--- src/rtl/sirq_pkg.sv ---
package sirq_pkg;

    typedef enum logic [1:0] {
        ST_OFF   = 2'd0,
        ST_RUN   = 2'd1,
        ST_FIRED = 2'd2
    } sirq_state_e;

    localparam logic [15:0] DEC_MASK   = 16'hE001;
    localparam logic [15:0] ADR_COUNT  = 16'hC000;
    localparam logic [15:0] ADR_RELOAD = 16'hC001;
    localparam logic [15:0] ADR_STOP   = 16'hE000;
    localparam logic [15:0] ADR_START  = 16'hE001;

endpackage

--- src/rtl/sirq_decode.sv ---
module sirq_decode
    import sirq_pkg::*;
#(
    parameter int ADDR_W = 16
) (
    input  logic              wr_en,
    input  logic [ADDR_W-1:0] wr_addr,
    output logic              ld_cnt,
    output logic              ld_latch,
    output logic              stop,
    output logic              start
);
    localparam int NSEL = 4;

    logic [ADDR_W-1:0] masked;
    logic [NSEL-1:0]   hit;
    logic [15:0]       targets [NSEL];

    assign targets[0] = ADR_COUNT;
    assign targets[1] = ADR_RELOAD;
    assign targets[2] = ADR_STOP;
    assign targets[3] = ADR_START;

    assign masked = wr_addr & DEC_MASK[ADDR_W-1:0];

    for (genvar g = 0; g < NSEL; g++) begin : g_sel
        assign hit[g] = wr_en && (masked == targets[g][ADDR_W-1:0]);
    end

    assign ld_cnt   = hit[0];
    assign ld_latch = hit[1];
    assign stop     = hit[2];
    assign start    = hit[3];

endmodule

--- src/rtl/sirq_count.sv ---
module sirq_count #(
    parameter int CNT_W = 8
) (
    input  logic             clk,
    input  logic             rst_n,
    input  logic             tick,
    input  logic             ld_cnt,
    input  logic             ld_latch,
    input  logic [CNT_W-1:0] data,
    output logic [CNT_W-1:0] cnt,
    output logic [CNT_W-1:0] latch,
    output logic             fire
);
    localparam logic [CNT_W-1:0] ZERO = '0;
    localparam logic [CNT_W-1:0] ONE  = {{(CNT_W-1){1'b0}}, 1'b1};

    logic [CNT_W-1:0] cnt_q, latch_q, dec;

    always_comb begin
        dec  = cnt_q - ONE;
        fire = tick && !ld_cnt && (dec == ZERO);
    end

    always_ff @(posedge clk) begin
        if (!rst_n) begin
            cnt_q   <= ZERO;
            latch_q <= ZERO;
        end else begin
            if (ld_latch) begin
                latch_q <= data;
            end
            if (ld_cnt) begin
                cnt_q <= data;
            end else if (tick) begin
                cnt_q <= fire ? latch_q : dec;
            end
        end
    end

    assign cnt   = cnt_q;
    assign latch = latch_q;

endmodule

--- src/rtl/sirq_ctrl.sv ---
module sirq_ctrl
    import sirq_pkg::*;
(
    input  logic clk,
    input  logic rst_n,
    input  logic stop,
    input  logic start,
    input  logic fire,
    output logic enabled,
    output logic irq
);
    sirq_state_e state_q, state_d;

    always_comb begin
        state_d = state_q;
        unique case (state_q)
            ST_OFF: begin
                if (start) state_d = ST_RUN;
            end
            ST_RUN: begin
                if (stop)      state_d = ST_OFF;
                else if (fire) state_d = ST_FIRED;
            end
            ST_FIRED: begin
                if (stop) state_d = ST_OFF;
            end
            default: state_d = ST_OFF;
        endcase
    end

    always_ff @(posedge clk) begin
        if (!rst_n) state_q <= ST_OFF;
        else        state_q <= state_d;
    end

    always_comb begin
        enabled = (state_q == ST_RUN) || (state_q == ST_FIRED);
        irq     = (state_q == ST_FIRED);
    end

endmodule

--- src/rtl/scanline_irq_counter.sv ---
module scanline_irq_counter #(
    parameter int ADDR_W    = 16,
    parameter int CNT_W     = 8,
    parameter int LINE_W    = 9,
    parameter int LAST_LINE = 239
) (
    input  logic              clk,
    input  logic              rst_n,
    input  logic              wr_en,
    input  logic [ADDR_W-1:0] wr_addr,
    input  logic [CNT_W-1:0]  wr_data,
    input  logic              line_pulse,
    input  logic [LINE_W-1:0] line_num,
    input  logic              render_en,
    output logic              irq
);
    localparam logic [LINE_W-1:0] LAST = LINE_W'(LAST_LINE);

    logic             ld_cnt_w, ld_latch_w, stop_w, start_w;
    logic             enabled_w, fire_w, tick_w;
    logic [CNT_W-1:0] cnt_w, latch_w;

    sirq_decode #(.ADDR_W(ADDR_W)) u_dec (
        .wr_en    (wr_en),
        .wr_addr  (wr_addr),
        .ld_cnt   (ld_cnt_w),
        .ld_latch (ld_latch_w),
        .stop     (stop_w),
        .start    (start_w)
    );

    assign tick_w = line_pulse && render_en && (line_num <= LAST) && enabled_w;

    sirq_count #(.CNT_W(CNT_W)) u_cnt (
        .clk      (clk),
        .rst_n    (rst_n),
        .tick     (tick_w),
        .ld_cnt   (ld_cnt_w),
        .ld_latch (ld_latch_w),
        .data     (wr_data),
        .cnt      (cnt_w),
        .latch    (latch_w),
        .fire     (fire_w)
    );

    sirq_ctrl u_ctrl (
        .clk     (clk),
        .rst_n   (rst_n),
        .stop    (stop_w),
        .start   (start_w),
        .fire    (fire_w),
        .enabled (enabled_w),
        .irq     (irq)
    );

endmodule

--- config.mk ---
export PLATFORM = sky130hd
export DESIGN_NAME = scanline_irq_counter
export DESIGN_NICKNAME = d
export VERILOG_FILES = /design/src/rtl/sirq_pkg.sv /design/src/rtl/sirq_decode.sv /design/src/rtl/sirq_count.sv /design/src/rtl/sirq_ctrl.sv /design/src/rtl/scanline_irq_counter.sv
export SDC_FILE = /design/constraint.sdc
export NUM_CORES = 1
export LEC_CHECK = 0
export ABC_CLOCK_PERIOD_IN_PS = 2050
export BUFFER_PORTS_ARGS = -buffer_cell sky130_fd_sc_hd__clkbuf_2
export CAP_MARGIN = 25
export CORE_MARGIN = 5
export CORE_UTILIZATION = 30
export DETAILED_ROUTE_END_ITERATION = 8
export PLACE_DENSITY = 0.5
export SKIP_CTS_REPAIR_TIMING = 1
export SLEW_MARGIN = 20
export SYNTH_ARGS = -nofsm -noshare
export SYNTH_HDL_FRONTEND = slang
export SYNTH_SLANG_ARGS = --single-unit
--- constraint.sdc ---
create_clock -name clk -period 2.05 [get_ports clk]
set_input_delay 0.41 -clock clk [delete_from_list [all_inputs] [get_ports clk]]
set_output_delay 0.41 -clock clk [all_outputs]
set_load 0.01 [all_outputs]
-- After elaboration in Yosys (flattened, before gate mapping)
Cells that the tools add are included.
- memories: 0
- output and inout port bits: 1
- bits in latches: 0
- input bits: 38
- bits in writable memories: 0
- bits in registers: 18
- memory bits (read-only): 0
- muxes and demuxes: 8
- multiply operators: 0
- reduce and logical (&&, ||, !) cells: 15
- add/sub/neg operators: 1
- order comparisons: 1
- div/mod/pow operators: 0
- equality and inequality tests: 9
- bitwise logic cells: 0
- shifts and indexed selects: 0
- operators with widths (kind ; count):
    8-bit 2-to-1 mux ; 3
    4-bit equality test (second input constant) ; 4
    9-bit by 8-bit <= comparator with 1-bit output (second input constant) ; 1
    1-bit logical AND ; 9
    8-bit logical NOT ; 1
    2-bit 2-to-1 mux ; 4
    8-bit by 1-bit subtractor with 8-bit output (second input constant) ; 1
    2-bit one-hot mux with 3 select lines ; 1
    3-bit inequality test (second input constant) ; 1
    3-bit AND reduction ; 1
    2-bit by 1-bit equality test with 1-bit output (second input constant) ; 1
    2-bit equality test (second input constant) ; 1
    2-bit logical NOT ; 1
    2-bit by 1-bit inequality test with 1-bit output (second input constant) ; 1
    2-bit inequality test (second input constant) ; 1
    2-bit nonzero test ; 1
    1-bit logical NOT ; 1
    1-bit logical OR ; 1

-- Logic depth before layout (Yosys ltp)
Gate-level depths: netlist of run 1.
- depth in word-level cells: 8
- gate-level depth with buffers: 9

-- By module
Synthesis of run 1 repeated with hierarchy kept, for this count alone.
- cell total of the unflattened synthesis: 158
- area, all modules: 1306.3 um^2
- modules (own cells, without submodules) (module ; cells an instance ; area each (um^2) ; seq. area each (um^2) ; instances):
    sirq_count ; 131 ; 1086.0 ; 320.3 ; 1
    sirq_ctrl ; 18 ; 160.2 ; 40.0 ; 1
    sirq_decode ; 7 ; 42.5 ; 0.0 ; 1
    scanline_irq_counter ; 2 ; 17.5 ; 0.0 ; 1

-- Worst setup path before layout of run 1
No wires, ideal clock.
- path type: register -> register
- from: reg u_ctrl.state_q[0]
- to: reg u_cnt.cnt_q[1], in the netlist u_cnt.cnt[1]
- cell stages (with the launch flop): 9
- arrival: 1.921 ns
- data required time: 1.923 ns
- setup time: 0.127 ns
- setup slack: 0.002 ns
- path through: dfxtp_1 > inv_1 > ha_1 > nand4b_4 > or2_1 > buf_6 > nor4b_4 > a21oi_2 > or3_1
- word-level cells in the longest chain between the ends: 8
- elaborated cells between the ends (all ways): 10
- those cells by class: eq/ne (2); mux (3); reduce/logical (5)
- ends and longest elaborated chain (item ; RTL line ; RTL):
    start: declaration ; sirq_ctrl.sv:12 ; sirq_state_e state_q, state_d;
    start signal: assignment ; sirq_ctrl.sv:33 ; else state_q <= state_d;
    2-bit by 1-bit equality test with 1-bit output or 2-bit equality test (tied branches) ; sirq_ctrl.sv:37 ; enabled = (state_q == ST_RUN) || (state_q == ST_FIRED);
    1-bit logical OR (*) ; sirq_ctrl.sv:37 ;
    1-bit logical AND (*) ; scanline_irq_counter.sv:32 ; assign tick_w = line_pulse && render_en && (line_num <= LAST) && enabled_w;
    1-bit logical AND (2 in series) ; sirq_count.sv:21 ; fire = tick && !ld_cnt && (dec == ZERO);
    8-bit 2-to-1 mux ; sirq_count.sv:35 ; cnt_q <= fire ? latch_q : dec;
    8-bit 2-to-1 mux ; sirq_count.sv:34 ; end else if (tick) begin
    8-bit 2-to-1 mux ; sirq_count.sv:32 ; if (ld_cnt) begin
    end signal: assignment ; sirq_count.sv:33 ; cnt_q <= data;
    end signal: assignment ; sirq_count.sv:35 ;
    end: declaration ; sirq_count.sv:17 ; logic [CNT_W-1:0] cnt_q, latch_q, dec;
Every way passes the cells marked *; elsewhere a longest branch is shown, timed or not. The select of a mux whose other input is x is not followed.
A chain may end at the register's enable or synchronous reset.

-- Worst setup path in the final report of run 1
Ends and elaborated chain as after synthesis.

==> results of run 1 <==
[registers in the layout, summed over array words and instances, names as in the netlist]
signal,count
u_cnt.latch,8
u_ctrl.state_q,2
u_cnt.cnt,8
[worst paths after layout]
| path | start | end | cells past startpoint |
|---|---|---|---|
| max | u_ctrl.state_q[0] | u_cnt.cnt[1] | 7 |
| min | wr_data[3] | u_cnt.latch[3] | 3 |
| max reg2reg | u_ctrl.state_q[0] | u_cnt.cnt[1] | 7 |
| min reg2reg | u_cnt.latch[5] | u_cnt.cnt[5] | 2 |
[cell families (layout without fill, tap and decap cells)]
| kind of cell | count (synthesis) | in the layout | synth area share |
|---|---|---|---|
| DFF | 18 | 18 | 0.255 |
| xor gates and xnor gates | 4 | 4 | 0.0248 |
| muxes | 10 | 10 | 0.0708 |
| and+or+nand+nor | 59 | 59 | 0.310 |
| AOI/OAI and AO/OA | 42 | 42 | 0.205 |
| buffers and inverters | 21 | 52 | 0.0903 |
| adders and majority gates | 5 | 5 | 0.0442 |
[layout by cell type (no fill, tap or decap), types with 2 or more instances in the layout]
| cell type | instances |
|---|---|
| o21ai_1 | 4 |
| and2_1 | 4 |
| nand2_1 | 4 |
| dfxtp_1 | 15 |
| or3_1 | 2 |
| nor2b_1 | 8 |
| xor2_1 | 3 |
| a21oi_1 | 6 |
| ha_1 | 3 |
| nand3_1 | 3 |
| nand4b_1 | 2 |
| a22oi_1 | 2 |
| dfxtp_2 | 3 |
| o221ai_1 | 2 |
| nand4_1 | 7 |
| nor2_1 | 5 |
| and3_2 | 4 |
| o21ai_0 | 9 |
| clkbuf_2 | 22 |
| nor3b_1 | 2 |
| a2bb2oi_1 | 2 |
| mux2i_1 | 10 |
| a41oi_1 | 4 |
| buf_4 | 16 |
| nor3_1 | 4 |
| clkbuf_8 | 4 |
| inv_1 | 7 |
| and3_1 | 2 |
| inv_2 | 2 |
[worst min-delay path, delay by kind of cell]
family | cells | cell delay (ps)
mux | 1 | 60
buf+inv | 1 | 90
simple gates | 1 | 90
[power by group through the flow]
stage / clock network [mW] / logic [mW] / registers (mW)
global route: 0.327 / 0.137 / 0.363
floorplan: 0 / 0.0800 / 0.368
detailed placement: 0 / 0.121 / 0.370
CTS: 0.314 / 0.122 / 0.362
global placement: 0 / 0.119 / 0.370
finish: 0.301 / 0.124 / 0.362
[stage by stage]
step / hold slack [ps] / setup TNS, ps
after floorplan: 448 / 0
final: 422 / 0
after global routing: 420 / -28.8
after CTS: 419 / -351
after global placement: 464 / -2.45
after detailed placement: 473 / -153
[cell type report]
cell class | instances | area (um2)
fill | 492 | 2950
inverter | 9 | 33.8
clock buffer | 4 | 55.1
tap | 54 | 67.6
timing repair buffer | 39 | 241
multi-input combinational | 120 | 945
sequential | 18 | 364
[routing by layer]
metal,global-route usage,vias up
li1,-,660
met1,0.157,635
met2,0.212,25
met3,0.0287,6
met4,0.0437,0
met5,0,-
==> impl_metrics.yaml, run 1 <==
status:
  status: "finished, final reports clean"
drt:
  highest_layer: "met4"
  viasPerCell: 5.43
  vias: 1326
  wl_met1_um: 1700
  avgRoutedWirePerCell_um: 15.2
  first_pass_iters: 4
  drtIter0Drc: 56
  wl_met2_um: 1800
  route.antenna.remaining_nets: 0
  drc: 0
  met3_length_um: 156
  routed_wl_um: 3710
synth:
  yosys.cell_count.top_type: "dfxtp_1"
  yosys_warnings: 0
  postSynthCellCount: 159
  synth.area.top_cells: "dfxtp_1, mux2i_1, ha_1"
  yosysSeqAreaShare: 0.255
  synthArstFlopShare: 0
  ys_seq_elements: 18
  synth_area_leader_cell: "dfxtp_1"
  synth_area_um2: 1410
  synth-main-ff-cell: "dfxtp_1"
  yosysTopAreaCellShare: 0.255
  ys_top_cells_by_count: "dfxtp_1, mux2i_1, inv_1, o21ai_0, nor2b_1"
  ys_types: 55
  syn-num-nets: 202
  synth_edf_count: 0
  syn_avg_cell_area_um2: 8.89
timing:
  worst_slack_ps: 87.8
  setup_viol: 0
  fmax_mhz: 510
  slew_violations: 0
  hold_viol: 0
  layout_worst_path_cycle_share: 0.957
  max_slew_margin: 0.686
  rsz0062_at_grt: "yes"
  min_period_ps: 1960
  finalClockSkew_ps: 3.73
  worstMarginPinSlew_ps: 471
place:
  place.gp.congestion: 0.809
  dpl_worst_slack_ps: -49.5
  io_buffer_count: 22
  dpl.cell_count: 237
  dp_hpwl_um: 2680
  placed_area_um2: 1600
clock_tree:
  cts_tree: "built"
  clk_path_buf_depth: 2
  cts_made_buffers: 3
  clock_sinks: 18
  clkSlewWorstSetupHoldPaths_ps: 80
  clk_latency_ps: 260
  h-tree-depth: 1
  cts-root-buf: "clkbuf_8"
power:
  p_leak_nw: 0.711
  clock_power_share: 0.382
  power_switching_uw: 201
  p_seq_frac: 0.460
  p_total_uw: 787
  sw_frac_of_total: 0.255
  internal_power_uw: 586
  powerDensity_nw_per_um2: 461
  combinationalPowerShare: 0.157
  peakVddDrop_mv: 0.222
global_route:
  antenna_found_initial: 0
  grt-ovfl-total: 0
  grt_max_degree: 25
  grt_pass1_vias: 1361
  grt_pass1_wl_um: 6320
  track_usage: 0.126
critical_path:
  path_cells: "inv_2 -> ha_4 -> nand4b_4 -> or2_4 -> nor4b_4 -> nor4bb_1 -> or3_1"
  slowest_delay_ps: 410
  worstPathArrival_ps: 2170
  crit_fanout: 4
  r2r_slack_ps: 90
  path_class: "reg2reg"
  crit_path_start_kind: "flop"
  crit_path_end_kind: "flop"
  worstPathRequired_ps: 2260
  crit_path_top_delay_cell: "nor4b_4"
  path_buf_inv: 1
  crit_family: "simple AND/OR/NAND/NOR gates"
floorplan:
  die_y_um: 78.7
  row_count: 25
  io_pins: 39
  die_x_um: 78.7
  dieArea_um2: 6190
  coreArea_um2: 4660
  start_util: 0.303
finish:
  drive_above_1_share: 0.347
  final_area_um2: 1710
  finalNonFillerCells: 244
  area_delta_synth_final_pct: 20.7
  n_antenna_cell: 0
  nets: 234
  fin_util: 0.366
hold_path:
  min_path_type: "in2reg"
flow_run:
  maxCapViolCount: 0
Note: power is estimated with default switching activity, not from simulation.
==> inputs of run 2 (changes only) <==
==> constraint.sdc (replaced) <==
create_clock -name clk -period 2.05 [get_ports clk]
set_input_delay 0.3075 -clock clk [delete_from_list [all_inputs] [get_ports clk]]
set_output_delay 0.3075 -clock clk [all_outputs]
set_load 0.01 [all_outputs]
==> run 2 against run 1 <==
Effect of this change:
- critical path depth is 1 higher
- fmax is 1.6% lower
- sequential share of layout area is 0.40 points lower
- critical endpoint is now u_ctrl.state_q[1]
- largest power group unchanged
- highest routed layer unchanged
==> impl_metrics.yaml, run 2 (same netlist as run 1, synthesis figures left out) <==
status:
  status: "finished, final reports clean"
finish:
  finalNonFillerCells: 246
  nFillCells: 475
  fin_util: 0.373
  mostFrequentLayoutCell: "clkbuf_2"
  nets: 236
  area_delta_synth_final_pct: 23.0
  n_antenna_cell: 0
  drive_above_1_share: 0.365
  final_cell_mix: "clkbuf_2, buf_4, dfxtp_1, mux2i_1, o21ai_0"
critical_path:
  crit_family: "simple AND/OR/NAND/NOR gates"
  crit_fanout: 6
  crit_path_end_kind: "flop"
  worstPathArrival_ps: 2180
  crit_path_top_delay_cell: "nor4b_4"
  slowest_delay_ps: 420
  path_cells: "inv_2 -> ha_4 -> nand4b_4 -> or2_4 -> nor4b_4 -> buf_6 -> nand4b_1 -> a21oi_2"
  crit_path_start_kind: "flop"
  path_class: "reg2reg"
  worstPathRequired_ps: 2230
  path_buf_inv: 2
timing:
  worst_slack_ps: 55.1
  finalClockSkew_ps: 3.80
  layout_worst_path_cycle_share: 0.973
  min_period_ps: 1990
  setup_viol: 0
  slew_violations: 0
  fmax_mhz: 501
  max_slew_margin: 0.689
  setup_tns_ps: 0
  hold_viol: 0
  worstMarginPinSlew_ps: 466
drt:
  first_pass_iters: 4
  drc: 0
  viasPerCell: 5.52
  drtIter0Drc: 77
  avgRoutedWirePerCell_um: 15.7
  routed_wl_um: 3860
  route.antenna.remaining_nets: 0
  vias: 1358
  met3_length_um: 202
  wl_met2_um: 1890
  highest_layer: "met4"
  wl_met1_um: 1710
clock_tree:
  clk_path_buf_depth: 2
  clkSlewWorstSetupHoldPaths_ps: 70
  cts-root-buf: "clkbuf_8"
  cts_tree: "built"
  clock_sinks: 18
  cts_made_buffers: 3
  h-tree-depth: 1
  clk_latency_ps: 260
power:
  power_switching_uw: 201
  powerDensity_nw_per_um2: 454
  combinationalPowerShare: 0.164
  sw_frac_of_total: 0.254
  clock_power_share: 0.378
  p_leak_nw: 0.725
  peakVddDrop_mv: 0.240
  p_seq_frac: 0.458
  internal_power_uw: 589
  p_total_uw: 790
place:
  dpl_worst_slack_ps: -42.6
  place.gp.congestion: 0.780
  dpl.cell_count: 238
  dp_hpwl_um: 2760
  io_buffer_count: 22
global_route:
  grt_max_degree: 25
  track_usage: 0.126
  grt_pass1_wl_um: 6220
  antenna_found_initial: 0
  grt-ovfl-total: 0
  grt_pass1_vias: 1327
floorplan:
  die_x_um: 78.7
  dieArea_um2: 6190
  coreArea_um2: 4660
  row_count: 25
  io_pins: 39
  die_y_um: 78.7
  start_util: 0.303
hold_path:
  min_path_type: "in2reg"
flow_run:
  maxCapViolCount: 0
==> run 2: changes by cell type in the layout (fill, tap and decap cells not counted), sizes merged <==
cell / previous run / this run
buf: 17 / 19
==> run 2: worst register-to-register path: cells and delay by family (launching register included) <==
kind / cells / cell delay, ps
AOI/OAI and AO/OA: 1 / 170
adders and majority gates: 1 / 270
buffers and inverters: 2 / 250
DFF: 1 / 330
and+or+nand+nor: 4 / 910
==> run 2: power groups by stage <==
stage,registers [mW],logic [mW],clock network (mW)
2_1_floorplan,0.368,0.0800,0
3_3_place_gp,0.369,0.121,0
3_5_place_dp,0.370,0.123,0
4_1_cts,0.361,0.124,0.314
5_1_grt,0.363,0.143,0.327
6_report,0.362,0.129,0.299
==> run 2: final timing paths <==
check                           cells past startpoint                end               from  slack (ps)
worst min-delay path                                3     u_cnt.latch[4]         wr_data[4]         320
worst min register to register                      2       u_cnt.cnt[5]     u_cnt.latch[5]         490
worst max-delay path                                8  u_ctrl.state_q[1]  u_ctrl.state_q[1]          60
worst max register to register                      8  u_ctrl.state_q[1]  u_ctrl.state_q[1]          60
==> run 2: cell type report <==
cell class	instances	area, um2	area share
well taps	54	67.6	0.0388
flip-flops and latches	18	364	0.209
multi-input cells	120	962	0.553
inverters	9	33.8	0.0194
repair buffers	41	256	0.147
clock buffers	4	55.1	0.0317
==> run 2: metal layers <==
| metal | vias to the layer above | track usage |
|---|---|---|
| li1 | 666 | - |
| met3 | 6 | 0.0321 |
| met2 | 37 | 0.206 |
| met4 | 0 | 0.0455 |
| met1 | 649 | 0.160 |
| met5 | - | 0 |
==> run 2: per-stage QoR <==
step	hold slack, ps	cell area [um2]
2_1_floorplan	448	1410
3_3_place_gp	465	1610
3_5_place_dp	482	1610
4_1_cts	317	1670
5_1_grt	327	1740
6_report	323	1740
==> inputs of run 3 (changes only) <==
Settings changed: CORE_UTILIZATION 30 to 44, PLACE_DENSITY 0.5 to 0.69.
==> run 3 against run 2 <==
Effect of this change:
- via count is 3.2% lower
- sequential power hardly changed
- power is 14% lower
- critical endpoint is now u_cnt.cnt[0]
- critical path type unchanged
- design area is 3.2% lower
- largest cell class unchanged
==> impl_metrics.yaml, run 3 (same netlist as run 1, synthesis figures left out) <==
floorplan:
  die_x_um: 66.7
  io_pins: 39
  coreArea_um2: 3080
  dieArea_um2: 4450
  start_util: 0.459
  row_count: 20
  die_y_um: 66.7
place:
  place.gp.congestion: 0.802
  io_buffer_count: 22
  dp_hpwl_um: 2630
timing:
  fmax_mhz: 513
  hold_viol: 0
  min_period_ps: 1950
  max_slew_margin: 0.683
  worstMarginPinSlew_ps: 475
  worst_hold_slack_ps: 276
  slew_violations: 0
  layout_worst_path_cycle_share: 0.951
  setup_viol: 0
  setup_tns_ps: 0
  rsz0062_at_grt: "yes"
  finalClockSkew_ps: 4.85
drt:
  vias: 1314
  avgRoutedWirePerCell_um: 15.6
  viasPerCell: 5.66
  first_pass_iters: 4
  drc: 0
  drtIter0Drc: 72
  route.antenna.remaining_nets: 0
  routed_wl_um: 3620
global_route:
  grt_max_degree: 25
  antenna_found_initial: 0
  grt_pass1_vias: 1360
  track_usage: 0.180
  grt-ovfl-total: 0
  grt_pass1_wl_um: 6110
finish:
  mostFrequentLayoutCell: "clkbuf_2"
  fin_util: 0.547
  drive_above_1_share: 0.356
  nets: 233
  n_antenna_cell: 0
  final_cell_mix: "clkbuf_2, dfxtp_1, buf_4, mux2i_1, o21ai_0"
  area_delta_synth_final_pct: 19.1
clock_tree:
  clock_sinks: 18
  cts_tree: "built"
  cts-root-buf: "clkbuf_4"
  clk_latency_ps: 300
  cts_made_buffers: 3
  h-tree-depth: 1
  clkSlewWorstSetupHoldPaths_ps: 110
  clk_path_buf_depth: 2
critical_path:
  worstPathArrival_ps: 2140
  crit_path_end_kind: "flop"
  crit_path_start_kind: "flop"
  r2r_slack_ps: 100
  path_class: "reg2reg"
  worstPathRequired_ps: 2240
  crit_fanout: 4
hold_path:
  min_path_type: "in2reg"
power:
  p_leak_nw: 0.692
  powerDensity_nw_per_um2: 403
  peakVddDrop_mv: 0.187
flow_run:
  maxCapViolCount: 0
status:
  status: "finished, final reports clean"
-- run 3: worst paths after layout --
check | startpoint | end | cells after the start
worst max-delay path | u_ctrl.state_q[1] | u_cnt.cnt[0] | 8
worst min-delay path | wr_data[0] | u_cnt.latch[0] | 3
worst max register to register | u_ctrl.state_q[1] | u_cnt.cnt[0] | 8
worst min register to register | u_cnt.latch[5] | u_cnt.cnt[5] | 2
-- run 3: critical path, stage by stage, from the launching register on --
cell and delay (ps):
dfxtp_2 350, inv_2 60, ha_4 260, nand4b_4 90, or2_4 260, nor4b_4 390, buf_4 210, a21oi_2 50
nand3b_1 160
-- run 3: where the power goes --
part           leakage (nW)  internal (mW)  switching [mW]  total (mW)
sequential            0.146          0.355         0.00633       0.362
clock                0.0138         0.0687           0.119       0.188
combinational         0.532         0.0625          0.0662       0.129
-- run 3: per-layer routing --
layer / vias up / wire length (um) / track usage
li1: 652 / - / -
met1: 622 / 1560 / 0.213
met2: 33 / 1830 / 0.324
met3: 7 / 163 / 0.0202
met4: 0 / 68 / 0.0711
met5: - / 0 / 0
-- run 3: per-stage QoR --
stage | setup slack (ps) | instance area [um2] | power, mW | cells
finish | 99.8 | 1680 | 0.678 | 232
global route | -11.4 | 1680 | 0.707 | 232
floorplan | 2.01 | 1410 | 0.448 | 159
detailed placement | -7.50 | 1590 | 0.491 | 227
CTS | -32.3 | 1610 | 0.673 | 230
global placement | 31.3 | 1590 | 0.486 | 227
-- run 3: layout make-up --
class,instances,area [um2]
sequential,18,363
inverter,9,33.8
multi-input combinational,120,976
tap,44,55.1
clock buffer,3,22.5
fill,286,1390
timing repair buffer,38,234
